[src/rtl/nvdec_pkg.sv]
package nvdec_pkg;

    localparam int CODE_W = 4;

    // Memory-control register contents
    typedef struct packed {
        logic [CODE_W-1:0] part_code;
        logic              range_big;
        logic              redirect;
    } nvdec_ctl_t;

    // Routing target of one access
    typedef enum logic [1:0] {
        TGT_EXP = 2'd0,
        TGT_CE1 = 2'd1,
        TGT_CE2 = 2'd2
    } nvdec_tgt_e;

    localparam nvdec_ctl_t CTL_RESET = '{part_code: '1, range_big: 1'b1, redirect: 1'b0};

endpackage

[src/rtl/nvdec_ctl_reg.sv]
module nvdec_ctl_reg
    import nvdec_pkg::*;
#(
    parameter int         SFR_AW   = 8,
    parameter logic [7:0] CTL_ADDR = 8'hC6,
    parameter int         CODE_LSB = 4,
    parameter int         SIZE_BIT = 3,
    parameter int         REDIR_BIT = 2
) (
    input  logic              clk,
    input  logic              rst_n,
    input  logic              sfr_we,
    input  logic [SFR_AW-1:0] sfr_addr,
    input  logic [7:0]        sfr_wdata,
    input  logic              boot_mode,
    output nvdec_ctl_t        ctl_q
);

    logic       hit;
    nvdec_ctl_t ctl_d;

    assign hit = sfr_we && (sfr_addr == SFR_AW'(CTL_ADDR));

    always_comb begin
        ctl_d = ctl_q;
        if (hit) begin
            ctl_d.part_code = sfr_wdata[CODE_LSB +: CODE_W];
            ctl_d.redirect  = sfr_wdata[REDIR_BIT];
            if (boot_mode) begin
                ctl_d.range_big = sfr_wdata[SIZE_BIT];
            end
        end
    end

    always_ff @(posedge clk or negedge rst_n) begin
        if (!rst_n) begin
            ctl_q <= CTL_RESET;
        end else begin
            ctl_q <= ctl_d;
        end
    end

endmodule

[src/rtl/nvdec_bound.sv]
module nvdec_bound
    import nvdec_pkg::*;
#(
    parameter int ADDR_W     = 16,
    parameter int STEP_LOG2  = 11,
    parameter int SMALL_LOG2 = 13,
    parameter int LARGE_LOG2 = 15
) (
    input  nvdec_ctl_t        ctl_q,
    output logic [ADDR_W-1:0] part_bytes,
    output logic [ADDR_W-1:0] range_bytes
);

    localparam int          TOP_CODE = (1 << CODE_W) - 1;
    localparam logic [ADDR_W-1:0] SMALL_SIZE = ADDR_W'(1) << SMALL_LOG2;
    localparam logic [ADDR_W-1:0] LARGE_SIZE = ADDR_W'(1) << LARGE_LOG2;

    generate
        if (STEP_LOG2 * 1 < ADDR_W) begin : g_scaled
            always_comb begin
                if (ctl_q.part_code == CODE_W'(TOP_CODE)) begin
                    part_bytes = LARGE_SIZE;
                end else begin
                    part_bytes = ADDR_W'(ctl_q.part_code) << STEP_LOG2;
                end
            end
        end else begin : g_flat
            assign part_bytes = LARGE_SIZE;
        end
    endgenerate

    assign range_bytes = ctl_q.range_big ? LARGE_SIZE : SMALL_SIZE;

endmodule

[src/rtl/nvdec_route.sv]
module nvdec_route
    import nvdec_pkg::*;
#(
    parameter int ADDR_W = 16
) (
    input  logic [ADDR_W-1:0] acc_addr,
    input  logic              acc_prog,
    input  logic              redirect,
    input  logic [ADDR_W-1:0] part_bytes,
    input  logic [ADDR_W-1:0] range_bytes,
    output nvdec_tgt_e        tgt
);

    logic below_part;
    logic below_range;

    assign below_part  = acc_addr < part_bytes;
    assign below_range = acc_addr < range_bytes;

    always_comb begin
        tgt = TGT_EXP;
        if (acc_prog) begin
            if (below_part) tgt = TGT_CE1;
        end else if (redirect) begin
            if (below_range) tgt = TGT_CE2;
        end else if (!below_part && below_range) begin
            tgt = TGT_CE1;
        end
    end

endmodule

[src/rtl/nvdec_top.sv]
module nvdec_top
    import nvdec_pkg::*;
#(
    parameter int         ADDR_W     = 16,
    parameter int         RAM_AW     = 15,
    parameter int         SFR_AW     = 8,
    parameter logic [7:0] CTL_ADDR   = 8'hC6,
    parameter int         STEP_LOG2  = 11,
    parameter int         SMALL_LOG2 = 13,
    parameter int         LARGE_LOG2 = 15
) (
    input  logic              clk,
    input  logic              rst_n,
    input  logic              sfr_we,
    input  logic [SFR_AW-1:0] sfr_addr,
    input  logic [7:0]        sfr_wdata,
    input  logic              boot_mode,
    input  logic [ADDR_W-1:0] acc_addr,
    input  logic              acc_prog,
    input  logic              acc_wr,
    output logic [RAM_AW-1:0] ram_addr,
    output logic              ce1_n,
    output logic              ce2_n,
    output logic              ram_we_n,
    output logic              exp_sel
);

    nvdec_ctl_t        ctl_q;
    logic [ADDR_W-1:0] part_bytes;
    logic [ADDR_W-1:0] range_bytes;
    nvdec_tgt_e        tgt;

    nvdec_ctl_reg #(
        .SFR_AW   (SFR_AW),
        .CTL_ADDR (CTL_ADDR),
        .CODE_LSB (4),
        .SIZE_BIT (3),
        .REDIR_BIT(2)
    ) u_ctl (
        .clk      (clk),
        .rst_n    (rst_n),
        .sfr_we   (sfr_we),
        .sfr_addr (sfr_addr),
        .sfr_wdata(sfr_wdata),
        .boot_mode(boot_mode),
        .ctl_q    (ctl_q)
    );

    nvdec_bound #(
        .ADDR_W    (ADDR_W),
        .STEP_LOG2 (STEP_LOG2),
        .SMALL_LOG2(SMALL_LOG2),
        .LARGE_LOG2(LARGE_LOG2)
    ) u_bound (
        .ctl_q      (ctl_q),
        .part_bytes (part_bytes),
        .range_bytes(range_bytes)
    );

    nvdec_route #(
        .ADDR_W(ADDR_W)
    ) u_route (
        .acc_addr   (acc_addr),
        .acc_prog   (acc_prog),
        .redirect   (ctl_q.redirect),
        .part_bytes (part_bytes),
        .range_bytes(range_bytes),
        .tgt        (tgt)
    );

    always_comb begin
        ce1_n   = 1'b1;
        ce2_n   = 1'b1;
        exp_sel = 1'b0;
        unique case (tgt)
            TGT_CE1: ce1_n   = 1'b0;
            TGT_CE2: ce2_n   = 1'b0;
            default: exp_sel = 1'b1;
        endcase
    end

    assign ram_addr = acc_addr[RAM_AW-1:0];
    assign ram_we_n = !(acc_wr && (tgt != TGT_EXP));

endmodule

[config.mk]
export PLATFORM = sky130hd
export DESIGN_NAME = nvdec_top
export DESIGN_NICKNAME = d
export VERILOG_FILES = /design/src/rtl/nvdec_pkg.sv /design/src/rtl/nvdec_ctl_reg.sv /design/src/rtl/nvdec_bound.sv /design/src/rtl/nvdec_route.sv /design/src/rtl/nvdec_top.sv
export SDC_FILE = /design/constraint.sdc
export NUM_CORES = 1
export LEC_CHECK = 0
export ABC_AREA = 1
export BUFFER_PORTS_ARGS = -buffer_cell sky130_fd_sc_hd__clkbuf_2
export CORE_MARGIN = 1.5
export CORE_UTILIZATION = 39
export CTS_CLUSTER_DIAMETER = 60
export DETAILED_ROUTE_END_ITERATION = 8
export PLACE_DENSITY = 0.82
export SKIP_CTS_REPAIR_TIMING = 1
export SYNTH_ARGS = -nofsm -noshare
export SYNTH_HDL_FRONTEND = slang
export SYNTH_SLANG_ARGS = --single-unit
[constraint.sdc]
create_clock -name clk -period 2.07 [get_ports clk]
set_input_delay 0.207 -clock clk [delete_from_list [all_inputs] [get_ports clk]]
set_output_delay 0.207 -clock clk [all_outputs]
set_load 0.02 [all_outputs]
==> results of run 1 <==
logic make-up (layout without fill, tap and decap cells):
group / Yosys count / after routing / share of synthesized area
buffers and inverters: 33 / 59 / 0.244
AND/OR/NAND/NOR: 55 / 55 / 0.375
AO/OA/AOI/OAI: 4 / 4 / 0.0370
adder cells (fa/ha/maj): 8 / 8 / 0.134
flip-flops: 6 / 6 / 0.210
per-stage QoR:
stage          area, um^2  hold slack [ps]
2_1_floorplan         744            -88.6
3_3_place_gp          856             30.9
3_5_place_dp          856             35.3
4_1_cts               882             -233
5_1_grt               927              170
6_report              927              163
synthesized netlist by cell type (2+ instances only):
master	count
sky130_fd_sc_hd__buf_4	15
sky130_fd_sc_hd__dfstp_2	5
sky130_fd_sc_hd__ha_1	8
sky130_fd_sc_hd__inv_1	12
sky130_fd_sc_hd__inv_2	5
sky130_fd_sc_hd__nand2_1	31
sky130_fd_sc_hd__nand3_1	6
sky130_fd_sc_hd__nand3_2	2
sky130_fd_sc_hd__nand4_1	3
sky130_fd_sc_hd__nor2_1	5
sky130_fd_sc_hd__nor2_4	3
power breakdown:
part           switching (mW)  internal (mW)  total, mW
combinational          0.0673         0.0569      0.124
sequential            0.00280          0.126      0.129
clock                  0.0453         0.0732      0.118
total                   0.115          0.256      0.372
area by class of cell:
type,count,area [um^2]
Multi-Input combinational cell,67,417
Inverter,17,63.8
Tap cell,25,31.3
Timing Repair Buffer,38,233
Fill cell,190,837
Clock buffer,4,26.3
Sequential cell,6,156
worst min-delay path by stage:
stage / from / to / slack (ps) / depth (start not counted)
3_5_place_dp: rst_n / u_ctl.ctl_q[0]$_DFFE_PN0P_ / 40 / 1
3_3_place_gp: rst_n / u_ctl.ctl_q[0]$_DFFE_PN0P_ / 30 / 1
2_1_floorplan: rst_n / u_ctl.ctl_q[0]$_DFFE_PN0P_ / -90 / 0
6_report: sfr_wdata[6] / u_ctl.ctl_q[4]$_DFFE_PN1P_ / 160 / 3
4_1_cts: rst_n / u_ctl.ctl_q[0]$_DFFE_PN0P_ / -230 / 1
5_1_grt: sfr_wdata[5] / u_ctl.ctl_q[3]$_DFFE_PN1P_ / 170 / 3
layer usage:
| layer | global-route usage | part of all wire |
|---|---|---|
| met3 | 0.0471 | 0.098 |
| met1 | 0.123 | 0.37 |
| met5 | 0 | 0 |
| met4 | 0.0944 | 0.023 |
| met2 | 0.275 | 0.51 |
cells in the final DEF, fill, tap and decap left out, drive strengths merged:
cell type    synthesis  routed
dfstp                5       5
o21ai                2       2
or2                  1       1
dlygate4sd3          0       1
inv                 17      17
nor2                 8       8
nor2b                1       1
nand4                4       4
dfrtp                1       1
nand2               32      32
ha                   8       8
nand3                8       8
a21oi                2       2
clkbuf               0      32
nor3                 1       1
buf                 16       9
worst min-delay path, cell delays in order:
cell                       delay (ps)
sky130_fd_sc_hd__clkbuf_2          80
sky130_fd_sc_hd__nand3_1           70
sky130_fd_sc_hd__nand2_1           50
==> metrics.txt, run 1 <==
post-synthesis async set-or-reset flop share 1.00; critical path endpoint category output pin; predominant post-synthesis flop cell sky130_fd_sc_hd__dfstp_2; critical path required time 1860 ps; number of H-tree levels 1; area of the mapped netlist 744 um^2; detailed router's first-iteration violation count 5; final slew viol count 0; post-route clock period utilization 1.20; number of nets with antenna violations after routing 0; worst slew slack as a fraction of its limit 0.837; clock sink total 6; top area cells in the synthesized netlist sky130_fd_sc_hd__dfstp_2 (18%), sky130_fd_sc_hd__nand2_1 (16%), sky130_fd_sc_hd__buf_4 (15%), sky130_fd_sc_hd__ha_1 (13%), sky130_fd_sc_hd__inv_1 (6.1%); cell type contributing the most total cell area after synthesis sky130_fd_sc_hd__dfstp_2; Crit path largest cell delay 520 ps; post-layout worst setup margin -420 ps; chip height 46.7 um; CP delay by family, top simple AND/OR/NAND/NOR gates; worst clock skew on the final layout 0 ps; unrepaired setup endpoints after global routing true; maximum number of buffers from clock root to sink 2; Critical Setup Path Class register to output pin; Cells after Synth 106; maximum operating frequency 402 MHz; synthesis-to-layout area growth 24.5%; routed vias/inst 4.46; worst-skew pair later-pin latency 250 ps; WL final 1400 um; post-route core utilization 0.526; max reg flops 6; Setup Slack @ Placement -132 ps; ordered cell list for the critical path nand4_1 > nand2_1 > ha_1 > nand2_1 > nand2_2 > a21oi_2 > nand2_1 > nand2_1 > nand2_2 > ha_1 > buf_6; CP Data Arrival Time 2280 ps; static leakage 0.495 nW; net count after synthesis 152; count of state elements after synthesis 6; Critical path destination exp_sel; number of warnings printed during yosys synthesis 0; antenna violations before repair 0; Core ar. 0.00176 mm^2; peak supply drop 0.217 mV; maximum number of pins on one net before global-route repair 9; critical register-to-register path endpoint u_ctl.ctl_q[2]$_DFFE_PN1P_; synthesized area per cell 7.02 um^2; Chip Width 46.7 um; number of global-route vias before repair 629; number of port buffers 32; buffer cell driving the clock tree root sky130_fd_sc_hd__clkbuf_4; distinct cell type count after synthesis 22; top flop regs u_ctl.ctl_q x6; status complete, but fails checks; number of standard cells in the final layout excluding fillers 157; setup violation total in the final timing report 4; antenna diode count 0; global-route wire length before repair 2200 um; mean routed wirelength per cell 8.93 um; vias after detailed routing 700; Die Outline Area 0.00218 mm^2; Hold/Removal Path Class input port to register; library cell appearing most often on the critical path sky130_fd_sc_hd__nand2_1; total track usage 0.144; GRT overflow 0; Max Fanout on Critical Path 4; Reg with most FFs u_ctl.ctl_q; startpoint of the most critical register-to-register path u_ctl.ctl_q[2]$_DFFE_PN1P_; net count of the finished layout 179; weighted congestion at the end of routability-driven global placement 0.761; cell with the largest stage delay on the worst path sky130_fd_sc_hd__dfstp_2; maxcap violations 0; summed negative setup slack over all endpoints -1480 ps; failing checks negative setup slack; placed cell count 152; launching element of the worst setup path u_ctl.ctl_q[5]$_DFFE_PN1P_; Post-route DRC 0; final-report hold violation count 0; cts bufs inserted 3; power per unit of standard cell area 401 mW/mm^2; Post-synth EDFFs 0; Power, Total 372 uW; Core Rows 15; CTS clk-pin slew, worst paths 50 ps; proportion of synthesized chip area in sequential cells 0.210; Worst Max-Slew Pin Slew 245 ps; first drt pass iteration count 4; initial core utilization 0.422; critical path buffer and inverter count 1; clock period minus final worst setup slack 2490 ps; share of final-layout standard cells stronger than drive strength 1 0.477; number of cells on the critical path 11; reg-to-reg slack, setup 1260 ps; cell count of the worst reg-to-reg path 3; top-area cell type share of the netlist area 0.176; Critical Path Start Type register; IO Pins 57; hpwl dp 1260 um; CTS tree done
No activity file was read; power rests on OpenSTA's default activity.
==> run 2, diff against run 1 <==
--- a/config.mk
+++ b/config.mk
@@ -7,11 +7,13 @@
 export LEC_CHECK = 0
 export ABC_AREA = 1
 export BUFFER_PORTS_ARGS = -buffer_cell sky130_fd_sc_hd__clkbuf_2
+export CELL_PAD_IN_SITES_DETAIL_PLACEMENT = 1
+export CELL_PAD_IN_SITES_GLOBAL_PLACEMENT = 1
 export CORE_MARGIN = 1.5
-export CORE_UTILIZATION = 39
+export CORE_UTILIZATION = 25
 export CTS_CLUSTER_DIAMETER = 60
 export DETAILED_ROUTE_END_ITERATION = 8
-export PLACE_DENSITY = 0.82
+export PLACE_DENSITY = 0.81
 export SKIP_CTS_REPAIR_TIMING = 1
 export SYNTH_ARGS = -nofsm -noshare
 export SYNTH_HDL_FRONTEND = slang
==> run 2 against run 1 <==
Register-to-register slack lost 20 ps. Setup slack better by 30 ps. The run still ends with negative setup slack left. Power up 2.1%. Largest power group is now combinational cells. Global-route usage decreased by 3.1 points.
==> metrics.txt, run 2 (synthesized netlist as in run 1, its figures left out) <==
startpoint of the most critical register-to-register path u_ctl.ctl_q[5]$_DFFE_PN1P_; failing checks negative setup slack; worst hold-check slack 160 ps (-3.19 ps); most common library cell in the layout ignoring fill and taps sky130_fd_sc_hd__nand2_1; max reg flops 6 (unchanged); number of port buffers 32 (unchanged); Non-Filler Cell Area, Final 955 um^2 (+3.0%); antenna diode count 0 (unchanged); buffer cell driving the clock tree root sky130_fd_sc_hd__clkbuf_4; chip height 57.6 um (+23%); mean routed wirelength per cell 10.6 um (+18%); weighted congestion at the end of routability-driven global placement 0.703 (-7.6%); net count of the finished layout 179 (unchanged); critical register-to-register path endpoint u_ctl.ctl_q[5]$_DFFE_PN1P_; clock period minus final worst setup slack 2460 ps (-29.9 ps); worst-skew pair later-pin latency 250 ps (about the same); critical path endpoint category output pin; synthesis-to-layout area growth 28.2%; power per unit of standard cell area 398 mW/mm^2 (-0.85%); IO Pins 57 (unchanged); cts bufs inserted 3 (unchanged); hpwl dp 1580 um (+25%); Post-route DRC 0 (unchanged); global-route wire length before repair 3010 um (+37%); final-report hold violation count 0 (unchanged); launching element of the worst setup path u_ctl.ctl_q[5]$_DFFE_PN1P_; post-layout worst setup margin -390 ps (+29.9 ps); final slew viol count 0 (unchanged); area post-placement 863 um^2 (+0.88%); CTS tree done; unrepaired setup endpoints after global routing true; Hold/Removal Path Class input port to register; initial core utilization 0.268 (-0.154); total track usage 0.113 (-0.0306); number of global-route vias before repair 776 (+23%); Core Rows 19 (+4); CP Data Arrival Time 2250 ps (-30 ps); Max Fanout on Critical Path 4 (unchanged); number of nets with antenna violations after routing 0 (unchanged); status complete, but fails checks; top flop regs u_ctl.ctl_q x6; maximum number of buffers from clock root to sink 2 (unchanged); CTS clk-pin slew, worst paths 50 ps (about the same); maximum number of pins on one net before global-route repair 9 (unchanged); critical path required time 1860 ps (about the same); Die Outline Area 0.00331 mm^2 (+52%); worst clock skew on the final layout 0 ps (unchanged); worst slew slack as a fraction of its limit 0.862 (+0.0249); Critical Path Start Type register; detailed router's first-iteration violation count 8 (+3); cell count of the worst reg-to-reg path 3 (unchanged); Reg with most FFs u_ctl.ctl_q; antenna violations before repair 0 (unchanged); Chip Width 57.6 um (+23%); clock sink total 6 (unchanged); setup violation total in the final timing report 4 (unchanged); post-route clock period utilization 1.19 (-0.0145); peak supply drop 0.212 mV (-2.4%); Worst Max-Slew Pin Slew 206 ps (-38.5 ps); maximum operating frequency 406 MHz (+1.2%); WL final 1720 um (+23%); Critical Setup Path Class register to output pin; number of filler cells placed in the layout 355 (+87%); post-route core utilization 0.343 (-0.182); FF/Latch Area 156 um^2 (unchanged); share of final-layout standard cells stronger than drive strength 1 0.508 (+0.0303); total area of multi-input combinational cells 437 um^2 (+4.8%); first drt pass iteration count 3 (-1); Core ar. 0.00278 mm^2 (+58%); number of H-tree levels 1 (unchanged); vias after detailed routing 726 (+3.7%); routed vias/inst 4.45 (-0.10%); top library cells by usage in the layout, fill and taps aside sky130_fd_sc_hd__nand2_1 (30), sky130_fd_sc_hd__clkbuf_2 (28), sky130_fd_sc_hd__inv_1 (9), sky130_fd_sc_hd__inv_2 (8), sky130_fd_sc_hd__nand3_1 (6); summed negative setup slack over all endpoints -1420 ps (+56.2 ps); static leakage 0.492 nW (-0.48%); reg-to-reg slack, setup 1240 ps (-20 ps); GRT overflow 0 (unchanged); Critical path destination ram_we_n; maxcap violations 0 (unchanged)
## run 2: cell count changes in the layout (fill, tap and decap cells not counted), moves of 2 or more
cell,change
sky130_fd_sc_hd__inv_2,+3
sky130_fd_sc_hd__ha_4,+2
sky130_fd_sc_hd__inv_1,-3
sky130_fd_sc_hd__ha_1,-3
## run 2: worst max-delay path: stages (launching register included)
cell,delay (ps)
sky130_fd_sc_hd__dfstp_2,530
sky130_fd_sc_hd__nand4_1,200
sky130_fd_sc_hd__nand2_1,150
sky130_fd_sc_hd__ha_1,240
sky130_fd_sc_hd__nand2_1,90
sky130_fd_sc_hd__inv_1,50
sky130_fd_sc_hd__a21oi_2,130
sky130_fd_sc_hd__nand3_1,100
sky130_fd_sc_hd__nand2_2,100
sky130_fd_sc_hd__inv_2,60
sky130_fd_sc_hd__ha_4,150
sky130_fd_sc_hd__inv_2,40
sky130_fd_sc_hd__nand2_2,50
sky130_fd_sc_hd__buf_6,120
## run 2: per-stage QoR
step                      instances  setup WS, ps  power (mW)
final                           163          -390       0.380
after detailed placement        158          -166       0.249
after global placement          158         -77.9       0.242
after global routing            163          -568       0.407
after floorplan                 106          54.8       0.232
after CTS                       162          -439       0.371
## run 2: power breakdown
group | switching (mW) | internal, mW
clock | 0.0459 | 0.0733
combinational | 0.0712 | 0.0600
sequential | 0.00305 | 0.126
total | 0.120 | 0.259
## run 2: cell type report
type | instances | area share
Timing Repair Buffer | 38 | 0.244
Clock buffer | 4 | 0.0275
Sequential cell | 6 | 0.164
Inverter | 17 | 0.0668
Multi-Input combinational cell | 67 | 0.457
Tap cell | 31 | 0.0406
## run 2: layer usage
layer / share of wire / track usage / routed length, um / vias to the layer above
met3: 0.083 / 0.0227 / 143 / 4
met1: 0.38 / 0.125 / 659 / 325
met2: 0.52 / 0.208 / 897 / 32
met5: 0 / 0 / 0 / -
li1: - / - / - / 365
met4: 0.012 / 0.0465 / 20 / 0
## run 2: how the worst min path moves through the flow
| stage | startpoint | to | slack [ps] | cells after the start |
|---|---|---|---|---|
| 5_1_grt | sfr_wdata[3] | u_ctl.ctl_q[1]$_DFFE_PN1P_ | 180 | 3 |
| 3_5_place_dp | rst_n | u_ctl.ctl_q[0]$_DFFE_PN0P_ | 40 | 1 |
| 3_3_place_gp | rst_n | u_ctl.ctl_q[0]$_DFFE_PN0P_ | 40 | 1 |
| 4_1_cts | rst_n | u_ctl.ctl_q[0]$_DFFE_PN0P_ | -230 | 1 |
| 6_report | sfr_wdata[4] | u_ctl.ctl_q[2]$_DFFE_PN1P_ | 160 | 3 |
| 2_1_floorplan | rst_n | u_ctl.ctl_q[0]$_DFFE_PN0P_ | -90 | 0 |
